### config.mk
export PLATFORM = sky130hd
export DESIGN_NAME = sdlc_tx_framer
export DESIGN_NICKNAME = d
export VERILOG_FILES = /design/src/rtl/sdlc_tx_pkg.sv /design/src/rtl/sdlc_tx_holdbuf.sv /design/src/rtl/sdlc_tx_bitgen.sv /design/src/rtl/sdlc_tx_framer.sv
export SDC_FILE = /design/constraint.sdc
export NUM_CORES = 1
export LEC_CHECK = 0
export BUFFER_PORTS_ARGS = -buffer_cell sky130_fd_sc_hd__buf_4
export CORE_MARGIN = 1
export CORE_UTILIZATION = 50
export CTS_BUF_LIST = sky130_fd_sc_hd__clkbuf_4 sky130_fd_sc_hd__clkbuf_8 sky130_fd_sc_hd__clkbuf_16
export DETAILED_ROUTE_END_ITERATION = 12
export PLACE_DENSITY_LB_ADDON = 0.08
export SLEW_MARGIN = 20
export SYNTH_ARGS = -nofsm -noshare
export SYNTH_HDL_FRONTEND = slang
export SYNTH_SLANG_ARGS = --single-unit
### constraint.sdc
create_clock -name clk -period 1.8 [get_ports clk]
set_input_delay 0.18 -clock clk [delete_from_list [all_inputs] [get_ports clk]]
set_output_delay 0.18 -clock clk [all_outputs]
set_load 0.01 [all_outputs]
### src/rtl/sdlc_tx_pkg.sv
package sdlc_tx_pkg;
  typedef enum logic [1:0] {
    ST_FLAG  = 2'd0,
    ST_DATA  = 2'd1,
    ST_ABORT = 2'd2
  } tx_state_e;
endpackage

### src/rtl/sdlc_tx_holdbuf.sv
module sdlc_tx_holdbuf #(
  parameter int DW = 8
) (
  input  logic          clk,
  input  logic          rst_n,
  input  logic          wr_valid,
  input  logic [DW-1:0] wr_data,
  output logic          wr_ready,
  input  logic          take,
  input  logic          flush,
  input  logic          int_en,
  input  logic          rst_pend,
  input  logic          underrun_evt,
  output logic          full,
  output logic [DW-1:0] data,
  output logic          irq,
  output logic          underrun
);
  logic          full_q, pend_q, udr_q;
  logic [DW-1:0] data_q;
  logic          accept;

  assign accept   = wr_valid && !full_q;
  assign wr_ready = !full_q;
  assign full     = full_q;
  assign data     = data_q;
  assign irq      = pend_q;
  assign underrun = udr_q;

  always_ff @(posedge clk) begin
    if (!rst_n) begin
      full_q <= 1'b0;
      data_q <= '0;
      pend_q <= 1'b0;
      udr_q  <= 1'b0;
    end else begin
      if (accept) begin
        full_q <= 1'b1;
        data_q <= wr_data;
      end else if (take || flush) begin
        full_q <= 1'b0;
      end
      if (take && int_en)          pend_q <= 1'b1;
      else if (accept || rst_pend) pend_q <= 1'b0;
      if (accept)            udr_q <= 1'b0;
      else if (underrun_evt) udr_q <= 1'b1;
    end
  end

  // a held byte survives until it is moved or flushed
  p_hold_r8: assert property (@(posedge clk) disable iff (!rst_n)
    full_q && !take && !flush |=> full_q && $stable(data_q));
  // a write or reset-pending clears the latch
  p_irq_clr_r9: assert property (@(posedge clk) disable iff (!rst_n)
    (accept || rst_pend) && !take |=> !pend_q);
  // handover with interrupts allowed sets the latch
  p_irq_set_r9: assert property (@(posedge clk) disable iff (!rst_n)
    take && int_en |=> pend_q);
  // an accepted write clears underrun
  p_udr_clr_r10: assert property (@(posedge clk) disable iff (!rst_n)
    accept |=> !udr_q);
endmodule

### src/rtl/sdlc_tx_bitgen.sv
module sdlc_tx_bitgen
  import sdlc_tx_pkg::*;
#(
  parameter int DW        = 8,
  parameter int MAX_ONES  = 5,
  parameter int ABORT_LEN = 8
) (
  input  logic          clk,
  input  logic          rst_n,
  input  logic          en,
  input  logic          bit_en,
  input  logic          abort_req,
  input  logic          buf_full,
  input  logic [DW-1:0] buf_data,
  output logic          take,
  output logic          underrun_evt,
  output logic          line
);
  localparam int CW = $clog2(DW > ABORT_LEN ? DW : ABORT_LEN);
  localparam int OW = $clog2(MAX_ONES + 1);
  localparam logic [DW-1:0] FLAG_PAT = {1'b0, {(DW-2){1'b1}}, 1'b0};

  tx_state_e     state_q;
  logic [CW-1:0] cnt_q;
  logic [OW-1:0] ones_q;
  logic [DW-1:0] sh_q;
  logic          line_q;
  logic          last_bit, stuff, step, slot_end;

  always_comb begin
    last_bit     = (cnt_q == CW'(DW-1));
    stuff        = (ones_q == OW'(MAX_ONES));
    step         = en && bit_en && !abort_req;
    slot_end     = step && last_bit &&
                   ((state_q == ST_FLAG) || (state_q == ST_DATA && !stuff));
    take         = slot_end && buf_full;
    underrun_evt = slot_end && !buf_full && (state_q == ST_DATA);
  end

  assign line = line_q;

  always_ff @(posedge clk) begin
    if (!rst_n || !en) begin
      state_q <= ST_FLAG;
      cnt_q   <= '0;
      ones_q  <= '0;
      sh_q    <= '0;
      line_q  <= 1'b1;
    end else if (abort_req) begin
      state_q <= ST_ABORT;
      cnt_q   <= '0;
      ones_q  <= '0;
    end else if (bit_en) begin
      unique case (state_q)
        ST_FLAG: begin
          line_q <= FLAG_PAT[cnt_q];
          ones_q <= '0;
          if (last_bit) begin
            cnt_q <= '0;
            if (buf_full) begin
              sh_q    <= buf_data;
              state_q <= ST_DATA;
            end
          end else begin
            cnt_q <= cnt_q + 1'b1;
          end
        end
        ST_DATA: begin
          if (stuff) begin
            line_q <= 1'b0;
            ones_q <= '0;
          end else begin
            line_q <= sh_q[0];
            sh_q   <= {1'b0, sh_q[DW-1:1]};
            ones_q <= sh_q[0] ? ones_q + 1'b1 : '0;
            if (last_bit) begin
              cnt_q <= '0;
              if (buf_full) sh_q    <= buf_data;
              else          state_q <= ST_FLAG;
            end else begin
              cnt_q <= cnt_q + 1'b1;
            end
          end
        end
        default: begin
          line_q <= 1'b1;
          if (cnt_q == CW'(ABORT_LEN-1)) begin
            cnt_q   <= '0;
            state_q <= ST_FLAG;
          end else begin
            cnt_q <= cnt_q + 1'b1;
          end
        end
      endcase
    end
  end

  // disabled means marking on the next cycle
  p_mark_r1: assert property (@(posedge clk) disable iff (!rst_n)
    !en |=> line_q);
  // no strobe, no change
  p_hold_r11: assert property (@(posedge clk) disable iff (!rst_n)
    en && !bit_en && !abort_req |=> $stable(line_q));
  // the ones count never passes the stuffing limit
  p_ones_cap_r5: assert property (@(posedge clk) disable iff (!rst_n)
    ones_q <= OW'(MAX_ONES));
  // the limit forces a zero on the next data strobe
  p_stuff_zero_r5: assert property (@(posedge clk) disable iff (!rst_n)
    step && state_q == ST_DATA && stuff |=> !line_q);
  // abort bits are all ones
  p_abort_ones_r7: assert property (@(posedge clk) disable iff (!rst_n)
    step && state_q == ST_ABORT |=> line_q);
endmodule

### src/rtl/sdlc_tx_framer.sv
module sdlc_tx_framer #(
  parameter int DW        = 8,
  parameter int MAX_ONES  = 5,
  parameter int ABORT_LEN = 8
) (
  input  logic          clk,
  input  logic          rst_n,
  input  logic          bit_en,
  input  logic          wr_valid,
  output logic          wr_ready,
  input  logic [DW-1:0] wr_data,
  input  logic          tx_enable,
  input  logic          brk,
  input  logic          abort_req,
  input  logic          rst_pend,
  input  logic          int_en,
  output logic          txd,
  output logic          irq,
  output logic          underrun
);
  logic          take, udr_evt, buf_full, line;
  logic [DW-1:0] buf_data;

  sdlc_tx_holdbuf #(.DW(DW)) u_buf (
    .clk(clk), .rst_n(rst_n), .wr_valid(wr_valid), .wr_data(wr_data),
    .wr_ready(wr_ready), .take(take), .flush(tx_enable && abort_req),
    .int_en(int_en), .rst_pend(rst_pend), .underrun_evt(udr_evt),
    .full(buf_full), .data(buf_data), .irq(irq), .underrun(underrun)
  );

  sdlc_tx_bitgen #(.DW(DW), .MAX_ONES(MAX_ONES), .ABORT_LEN(ABORT_LEN)) u_gen (
    .clk(clk), .rst_n(rst_n), .en(tx_enable), .bit_en(bit_en),
    .abort_req(abort_req), .buf_full(buf_full), .buf_data(buf_data),
    .take(take), .underrun_evt(udr_evt), .line(line)
  );

  assign txd = brk ? 1'b0 : line;

  // a handover empties the buffer on the next cycle
  p_ready_back_r8: assert property (@(posedge clk) disable iff (!rst_n)
    take |=> wr_ready);
endmodule

## After elaboration in Yosys (flattened, before gate mapping)

Memories as Yosys holds them, arrays and structs flattened. A register that Yosys moved wholly into a read port is not among the register bits.
Cells that the tools add are included.

- Flip-flop bits (word level): 28
- Bits in read-only memories: 8
- Input port bits: 17
- Output and inout bits: 4
- Word-level logic and storage cells: 91
- Memories kept: 1

- $add $sub $neg: 2
- Order comparisons: 1
- Eq/ne operators: 10
- Mux-type cells: 31
- Bitwise operators: 2
- Reductions and logical operators: 34

Memory list:

| memory | words | bits a word | rd ports | clocked after memory_dff | write ports | line | source |
|---|---|---|---|---|---|---|---|
| (no name shown) | 8 | 1 | 1 | 1 | 0 | sdlc_tx_bitgen.sv:56 | `line_q <= FLAG_PAT[cnt_q];` |

Operator list:

| cell | count |
|---|---|
| two-way mux 8 bit | 5 |
| two-way mux 3 bit | 7 |
| two-way mux 2 bit | 8 |
| case mux 8 bit (2 select lines) | 1 |
| logical AND 1 bit | 11 |
| AND reduction 5 bit | 2 |
| nonzero test 2 bit | 5 |
| != test 3 bit, second input constant | 3 |
| two-way mux 1 bit | 7 |
| adder 3 x 1 -> 3 bit, second input constant | 2 |
| == test 3 bit, second input constant | 2 |
| != test 2 bit, second input constant | 3 |
| case mux 3 bit (2 select lines) | 1 |
| AND reduction 2 bit | 3 |
| AND reduction 6 bit | 1 |
| zero test 1 bit | 5 |
| logical OR 1 bit | 4 |
| less-than comparator 3 x 4 -> 1 bit, second input constant | 1 |
| case mux 2 bit (2 select lines) | 1 |
| OR reduction 2 bit | 2 |
| == test 2 x 1 -> 1 bit, second input constant | 1 |
| zero test 2 bit | 1 |
| != test 2 x 1 -> 1 bit, second input constant | 1 |
| NOT 1 bit | 2 |
| case mux 1 bit (2 select lines) | 1 |

## Logic depth before layout (Yosys ltp)

Gate-level depths: netlist of the first run.

- Depth in word-level cells: 9
- Gate-level depth with buffers: 7
- Depth with buffers taken out: 6

## Cells and area by module

From an unflattened synthesis of the first run, not the netlist that was laid out.

- Cell total of the unflattened synthesis: 153
- Area, all modules: 1,348.8 um^2

By module, submodules not included:

| module | instances | cells each | area each (um^2) | seq. area each (um^2) |
|---|---|---|---|---|
| sdlc_tx_bitgen | 1 | 102 | 913.4 | 360.3 |
| sdlc_tx_holdbuf | 1 | 49 | 415.4 | 220.2 |
| sdlc_tx_framer | 1 | 2 | 20.0 | 0.0 |

## Worst setup path after synthesis of the first run

OpenSTA, ideal clock, no wires.

- Kind: register to register
- From: reg u_gen.cnt_q[0]
- To: reg u_gen.sh_q[4]
- Setup time: 0.080 ns
- Data arrival time: 1.703 ns
- Data required time: 1.720 ns
- Slack: 0.017 ns
- Stages on the path, launching flop included: 8
- Buffers on the path: 1
- Clock period less this slack: 1.783 ns
- Path through: dfxtp_1 -> ha_1 -> ha_1 -> nand2_1 -> a2111oi_4 -> buf_6 -> nor2_1 -> a211oi_2

- Word-level cells in the longest chain between the ends: 4
- Elaborated cells on any way between the ends: 6
- Classes of those cells: 2 x eq/ne; 3 x mux; 1 x reduce/logical

Ends and longest elaborated chain:

| what | line | source |
|---|---|---|
| from (decl) | sdlc_tx_bitgen.sv:24 | `logic [CW-1:0] cnt_q;` |
| from (signal assigned) | sdlc_tx_bitgen.sv:65 | `cnt_q <= cnt_q + 1'b1;` |
| from (signal assigned) | sdlc_tx_bitgen.sv:81 | `cnt_q <= cnt_q + 1'b1;` |
| from (signal assigned) | sdlc_tx_bitgen.sv:91 | `cnt_q <= cnt_q + 1'b1;` |
| == test 3 bit (*) | sdlc_tx_bitgen.sv:31 | `last_bit = (cnt_q == CW'(DW-1));` |
| two-way mux 8 bit | sdlc_tx_bitgen.sv:76 | `if (last_bit) begin` |
| two-way mux 8 bit | sdlc_tx_bitgen.sv:69 | `if (stuff) begin` |
| case mux 8 bit (2 select lines) | sdlc_tx_bitgen.sv:54 | `unique case (state_q)` |
| to (signal assigned) | sdlc_tx_bitgen.sv:61 | `sh_q <= buf_data;` |
| to (signal assigned) | sdlc_tx_bitgen.sv:74 | `sh_q <= {1'b0, sh_q[DW-1:1]};` |
| to (signal assigned) | sdlc_tx_bitgen.sv:78 | `if (buf_full) sh_q <= buf_data;` |
| to (decl) | sdlc_tx_bitgen.sv:26 | `logic [DW-1:0] sh_q;` |

Every way passes the cells marked *; elsewhere a longest branch is shown, timed or not. The select of a mux whose other input is x is not followed.
A chain may end at the register's enable or synchronous reset.

## Worst setup path after layout of the first run

- From: reg u_gen.cnt_q[0]
- To: reg u_gen.sh_q[7]

The elaborated chain is that of the path after synthesis.

==> implementation parameters, run 1 <==
Parameter                              Value

Hold path
  WHS Path Cells ... 3
  Classification of the worst-slack hold path ... in2reg

Logic synthesis
  Count of flip-flops with a built-in enable after synthesis ... 0
  Biggest area consumer among synthesized cells ... sky130_fd_sc_hd__dfxtp_1
  Post-Synthesis Net Count ... around 180
  Top-area cell type share of the netlist area ... 0.420
  Synthesized area divided by synthesized cell count ... 8.80 um2
  Most instantiated flip-flop cell in the synthesis netlist ... sky130_fd_sc_hd__dfxtp_1
  Ys async rst share ... 0
  Combined area of all synthesized cells ... roughly 1400 um2
  Post-Synthesis Cells ... around 160
  Leading post-synthesis cells by cell area ... sky130_fd_sc_hd__dfxtp_1, sky130_fd_sc_hd__mux2i_1, sky130_fd_sc_hd__nand2_1
  Part of the Yosys area used for sequential elements ... 0.420
  Yosys Warn Count ... 0
  Synthesized flop and latch total ... 29
  Synth unique cells ... 31

Global routing
  Antenna violations before repair ... 0
  Via count of the first global-routing pass ... ~1000
  GR Overflow Total ... 0
  Largest net degree at the start of global routing ... 16
  Global-route wire length before repair ... between 4000 and 5000 um
  Overall routing resource usage ... 0.213

STA
  Final hold viol count ... 0
  Final critical-path share of the clock period ... 0.966
  Headroom to the max-slew limit ... 0.662
  Maximum clock frequency ... approximately 570 MHz
  Setup Skew ... approximately 0.0074 ns
  Slew @ Worst Pin ... ~0.51 ns
  Min Clock Period, post-route ... ~1.7 ns
  Finish-stage setup viols ... 0
  Final-report max-slew violation count ... 0

Final layout
  Finished Core Util ... 0.675
  Layout-stage area growth over the synthesis result ... 24.4%
  Fraction of final layout cells sized beyond drive strength 1 ... 0.274
  Antenna cells ... 0
  Filler cell count in the final layout ... 214
  Final layout net count ... 211
  Non-filler cells in the finished layout ... between 200 and 250

Routing
  Detailed-route wire length ... just under 3000 um
  Routed length per placed instance ... 13.1 um
  Remaining DRCs ... 0
  Total via count in the routed design ... approximately 1200
  Count of TritonRoute iterations in the first routing pass ... 4
  Routed vias/inst ... around 5.4
  Detail Route Antenna Nets ... 0
  Number of design-rule violations left by the first detailed-router iteration ... 21

Placement
  Placed Cells ... around 210
  Gp weighted congestion ... 0.771
  Count of buffers from port buffering ... 20
  Total half-perimeter wirelength after legalization and detailed placement ... around 2000 um

Power and ir drop
  Maximum vdd ir drop ... between 400 and 500 uV
  Power density relative to cell area ... a little under 700 nW/um2
  Leakage power ... 0.722 nW
  Total power consumption of the routed design ... 0.00117 W

Die
  Initial cell density of the core ... 0.543
  Die ar. ... around 3000 um2
  Placeable core region ... about 2500 um2
  FP Rows ... 18
  Height of the die ... around 55 um
  I/O pin cnt ... 21
  Die width ... 54.6 um

Run status
  Result of the run ... finished clean

CTS
  Clock tree root driver cell ... sky130_fd_sc_hd__clkbuf_4
  Worst-skew pair later-pin latency ... 0.33 ns
  Number of clock sinks ... 29
  Total CTS buffers ... 5
  CTS H-Tree Depth ... 2
  Clock tree from TritonCTS ... built
  Clock Pin Slew Worst Setup and Hold Paths ... 0.09 ns
  Maximum buffer depth of the clock tree ... 2

Critical path
  Number of cell instances on the worst register-to-register path ... 8
  Kind of end point of the critical path ... register
  Crit path arrival time ... 1.95 ns
  Data required time at the worst endpoint ... about 2.0 ns
  Category of the worst setup path launch point ... register
  Worst setup slack for register-to-register paths ... 0.06 ns
  Largest fanout of any net on the critical path ... 8
  Crit Path Category ... reg2reg

Run
  Max-cap violations ... 0
-- path summary, 6_finish.rpt --
check / from / to
hold reg to reg: u_gen.ones_q[1] / u_gen.ones_q[1]
setup / recovery: u_gen.cnt_q[0] / u_gen.sh_q[7]
setup reg to reg: u_gen.cnt_q[0] / u_gen.sh_q[7]
hold / removal: abort_req / u_gen.state_q[1]
-- cell usage after synthesis (3+ instances only) --
library cell               number
sky130_fd_sc_hd__mux2i_1       12
sky130_fd_sc_hd__a211oi_2       3
sky130_fd_sc_hd__a21boi_0      10
sky130_fd_sc_hd__a211oi_1       4
sky130_fd_sc_hd__nor2_1        16
sky130_fd_sc_hd__nand2_1       27
sky130_fd_sc_hd__clkbuf_1       3
sky130_fd_sc_hd__a21oi_1        8
sky130_fd_sc_hd__or3_1          3
sky130_fd_sc_hd__inv_1          6
sky130_fd_sc_hd__ha_1           5
sky130_fd_sc_hd__dfxtp_1       29
sky130_fd_sc_hd__nand3_1        7
sky130_fd_sc_hd__o21ai_0        3
-- state kept, by name, indices dropped and copies added, names as in the netlist, named ones only --
signal,cells
u_gen.cnt_q,3
u_buf.irq,1
u_buf.data,8
u_gen.state_q,2
u_gen.line,1
u_buf.full,1
u_buf.underrun,1
u_gen.sh_q,8
u_gen.ones_q,3
-- final cells by class --
cell class              count  area [um2]  share of cell area
repair buffers             30         255               0.149
clock inverters             2        10.0             0.00583
flip-flops and latches     29         584               0.340
well taps                  30        37.5              0.0218
inverters                   6        22.5              0.0131
multi-input cells         117         763               0.444
clock buffers               6        45.0              0.0262
-- worst max-delay path, cell delays in order (launching register included) --
cell,delay (ns)
sky130_fd_sc_hd__dfxtp_2,0.35
sky130_fd_sc_hd__ha_2,0.19
sky130_fd_sc_hd__ha_2,0.20
sky130_fd_sc_hd__nand2_2,0.08
sky130_fd_sc_hd__a2111oi_4,0.28
sky130_fd_sc_hd__buf_4,0.19
sky130_fd_sc_hd__buf_12,0.11
sky130_fd_sc_hd__mux2i_1,0.17
sky130_fd_sc_hd__nor2_1,0.05
-- layer usage --
metal / vias up / part of all wire / global-route usage
met3: 7 / 0.039 / 0.0583
met4: 0 / 0.017 / 0.111
met2: 27 / 0.45 / 0.317
met1: 538 / 0.49 / 0.279
li1: 611 / - / -
met5: - / 0 / 0
-- placed cells by master, fill, tap and decap left out, types with 2 or more instances in the layout --
master	count
sky130_fd_sc_hd__nand3_1	7
sky130_fd_sc_hd__clkinv_2	2
sky130_fd_sc_hd__nor2_1	16
sky130_fd_sc_hd__nand3b_1	2
sky130_fd_sc_hd__nor2b_1	2
sky130_fd_sc_hd__a211oi_1	4
sky130_fd_sc_hd__o21ai_0	3
sky130_fd_sc_hd__a211oi_2	3
sky130_fd_sc_hd__nand2_1	26
sky130_fd_sc_hd__buf_4	28
sky130_fd_sc_hd__dfxtp_1	26
sky130_fd_sc_hd__mux2i_1	12
sky130_fd_sc_hd__ha_1	2
sky130_fd_sc_hd__nor3b_1	2
sky130_fd_sc_hd__nand2b_1	2
sky130_fd_sc_hd__dfxtp_2	3
sky130_fd_sc_hd__a21boi_0	10
sky130_fd_sc_hd__a21oi_1	8
sky130_fd_sc_hd__or3_1	3
sky130_fd_sc_hd__clkbuf_4	6
sky130_fd_sc_hd__inv_1	6
sky130_fd_sc_hd__ha_2	3
-- what timing repair did --
action                                  CTS  global route
hold buffers                              0             0
gates resized for setup                   0             8
endpoints found under the setup margin    0             8
setup buffers                             0             4
-- kinds of logic after synthesis --
family,share of synthesized area
AOI/OAI and AO/OA,0.174
buffers and inverters,0.0353
adders and majority gates,0.0453
DFF,0.420
muxes,0.0870
and+or+nand+nor,0.238
-- power breakdown --
part           switching (W)  internal [W]
clock network       0.000224      0.000163
registers          0.0000115      0.000657
logic              0.0000576     0.0000566
total               0.000294      0.000877
-- through the flow --
step / TNS (ns) / hold slack, ns / cell area (um2) / worst slack (ns)
finish: 0 / 0.0910 / 1720 / 0.0606
global route: -0.0358 / 0.0894 / 1720 / -0.0158
detailed placement: 0 / 0.421 / 1590 / 0.0219
CTS: 0 / 0.0777 / 1650 / 0.0146
floorplan: 0 / 0.297 / 1380 / 0.0167
global placement: 0 / 0.415 / 1590 / 0.0661
No activity file was read; power rests on OpenSTA's default activity.
==> run 2, diff against run 1 <==
- RECOVER_POWER: default -> 50
==> implementation parameters, run 2 (same netlist as run 1, synthesis figures left out) <==
Parameter                              Value

Critical path
  Kind of end point of the critical path ... register
  Reg-to-reg startpoint ... u_gen.cnt_q[0]
  Largest fanout of any net on the critical path ... 8 (unchanged)
  Crit Path Category ... reg2reg
  Crit Reg-Reg Endpoint ... u_gen.sh_q[7]
  Crit path arrival time ... 1.95 ns (about the same)
  Launch point of the critical path ... u_gen.cnt_q[0]
  Data required time at the worst endpoint ... 2.01 ns (about the same)
  Number of cell instances on the worst register-to-register path ... 8 (unchanged)
  Worst setup slack for register-to-register paths ... 0.06 ns (about the same)
  Endpoint of the most critical setup path ... u_gen.sh_q[7]
  Category of the worst setup path launch point ... register

CTS
  Maximum buffer depth of the clock tree ... 2 (unchanged)
  Worst-skew pair later-pin latency ... 0.33 ns (about the same)
  Clock Pin Slew Worst Setup and Hold Paths ... 0.09 ns (about the same)
  CTS Hold Buffers Added ... 0 (unchanged)
  Clock tree from TritonCTS ... built
  Clock tree root driver cell ... sky130_fd_sc_hd__clkbuf_4
  CTS H-Tree Depth ... 2 (unchanged)
  Number of clock sinks ... 29 (unchanged)
  Total CTS buffers ... 5 (unchanged)

Die
  Height of the die ... 54.6 um (unchanged)
  Initial cell density of the core ... 0.543 (unchanged)
  Placeable core region ... 2540 um2 (unchanged)
  FP Rows ... 18 (unchanged)
  Die width ... 54.6 um (unchanged)
  Die ar. ... 2980 um2 (unchanged)
  I/O pin cnt ... 21 (unchanged)

Final layout
  Footprint of the multi-input gates ... 763 um2 (unchanged)
  Layout-stage area growth over the synthesis result ... 23.6%
  Antenna cells ... 0 (unchanged)
  Filler cell count in the final layout ... 218 (+1.9%)
  Area taken by flip-flops and latches ... 584 um2 (unchanged)
  Final layout net count ... 211 (unchanged)
  Final Instance Area ... 1710 um2 (-0.66%)
  Fraction of final layout cells sized beyond drive strength 1 ... 0.258 (-0.0158)
  Commonest cells after routing, fill and taps aside ... sky130_fd_sc_hd__nand2_1, sky130_fd_sc_hd__dfxtp_1, sky130_fd_sc_hd__buf_4, sky130_fd_sc_hd__nor2_1, sky130_fd_sc_hd__mux2i_1
  Finished Core Util ... 0.671 (-0.00443)

STA
  Min Clock Period, post-route ... 1.74 ns (unchanged)
  Final hold viol count ... 0 (unchanged)
  Headroom to the max-slew limit ... 0.662 (unchanged)
  Final critical-path share of the clock period ... 0.966 (unchanged)
  Maximum clock frequency ... 575 MHz (unchanged)
  Final hold slack ... 0.0910 ns (unchanged)
  Final-report max-slew violation count ... 0 (unchanged)
  Setup Skew ... 0.00739 ns (unchanged)
  Finish-stage setup viols ... 0 (unchanged)
  Slew @ Worst Pin ... 0.506 ns (unchanged)

Routing
  Detail Route Antenna Nets ... 0 (unchanged)
  Routed vias/inst ... 5.38 (unchanged)
  Remaining DRCs ... 0 (unchanged)
  Detailed-route wire length ... 2880 um (-0.10%)
  Count of TritonRoute iterations in the first routing pass ... 4 (unchanged)
  Number of design-rule violations left by the first detailed-router iteration ... 21 (unchanged)
  Total via count in the routed design ... 1183 (unchanged)
  Routed length per placed instance ... 13.1 um (-0.10%)

Hold path
  WHS Path Cells ... 3 (unchanged)
  Classification of the worst-slack hold path ... in2reg

Power and ir drop
  Flop pwr share ... 0.572 (about the same)
  Switching power summed over all nets ... 0.000294 W (about the same)
  Maximum vdd ir drop ... 483 uV (about the same)
  Power density relative to cell area ... 685 nW/um2 (+0.56%)
  Leakage power ... 0.709 nW (-1.7%)
  Share of total power in the clock network ... 0.332 (about the same)
  Combinational share of power ... 0.097 (about the same)
  Cell-internal power ... 0.000876 W (-0.13%)
  Switching power share of the total ... 0.251 (about the same)

Run
  Max-cap violations ... 0 (unchanged)

Placement
  Total half-perimeter wirelength after legalization and detailed placement ... 2050 um (unchanged)
  Area post-placement ... 1590 um2 (unchanged)
  Gp weighted congestion ... 0.771 (unchanged)
  Count of buffers from port buffering ... 20 (unchanged)

Run status
  Result of the run ... finished clean

Global routing
  Antenna violations before repair ... 0 (unchanged)
  Via count of the first global-routing pass ... 1046 (unchanged)
  Overall routing resource usage ... 0.213 (unchanged)
  Largest net degree at the start of global routing ... 16 (unchanged)
  Global-route wire length before repair ... 4400 um (unchanged)
  GR Overflow Total ... 0 (unchanged)
run 2: final cells by class:
class | count | share of cell area
multi-input combinational | 117 | 0.447
sequential | 29 | 0.342
timing repair buffer | 30 | 0.143
clock buffer | 6 | 0.0264
tap | 30 | 0.0220
inverter | 6 | 0.0132
clock inverter | 2 | 0.00587
run 2: per-stage QoR:
| stage | setup TNS (ns) | setup slack [ns] | cells | total power (W) |
|---|---|---|---|---|
| 2_1_floorplan | 0 | 0.0167 | 157 | 0.000743 |
| 6_report | 0 | 0.0606 | 220 | 0.00117 |
| 4_1_cts | 0 | 0.0146 | 215 | 0.00118 |
| 3_3_place_gp | 0 | 0.0661 | 207 | 0.000792 |
| 3_5_place_dp | 0 | 0.0219 | 207 | 0.000797 |
| 5_1_grt | -0.0358 | -0.0158 | 220 | 0.00121 |
run 2: repair_timing:
action / in CTS / in global routing
buffers inserted: 0 / 4
endpoints found under the setup margin: 0 / 8
gates resized for setup: 0 / 8
run 2: metal layers:
metal	part of all wire	up-vias	track usage	routed length, um
met3	0.036	7	0.0583	105
met5	0	-	0	0
li1	-	611	-	-
met4	0.017	0	0.111	49
met1	0.49	538	0.279	1420
met2	0.45	27	0.317	1300
run 2: worst min path at each step:
stage	startpoint	slack, ns	to
finish	abort_req	0.09	u_gen.state_q[1]
global route	abort_req	0.09	u_gen.state_q[1]
global placement	abort_req	0.41	u_gen.state_q[1]
CTS	abort_req	0.08	u_gen.state_q[1]
detailed placement	abort_req	0.42	u_gen.state_q[1]
floorplan	abort_req	0.30	u_gen.state_q[1]
run 2: critical path, cell delays in order, from the launching register on:
cell and delay, ns:
sky130_fd_sc_hd__dfxtp_2 0.35, sky130_fd_sc_hd__ha_2 0.19, sky130_fd_sc_hd__ha_2 0.20, sky130_fd_sc_hd__nand2_2 0.08, sky130_fd_sc_hd__a2111oi_4 0.28, sky130_fd_sc_hd__buf_4 0.19
sky130_fd_sc_hd__buf_12 0.11, sky130_fd_sc_hd__mux2i_1 0.17, sky130_fd_sc_hd__nor2_1 0.05
run 2: power groups by stage:
stage	clock network, W	logic [W]	registers, W
finish	0.000388	0.000113	0.000669
global route	0.000416	0.000126	0.000670
CTS	0.000401	0.000114	0.000668
detailed placement	0	0.000114	0.000683
global placement	0	0.000110	0.000682
floorplan	0	0.0000630	0.000680
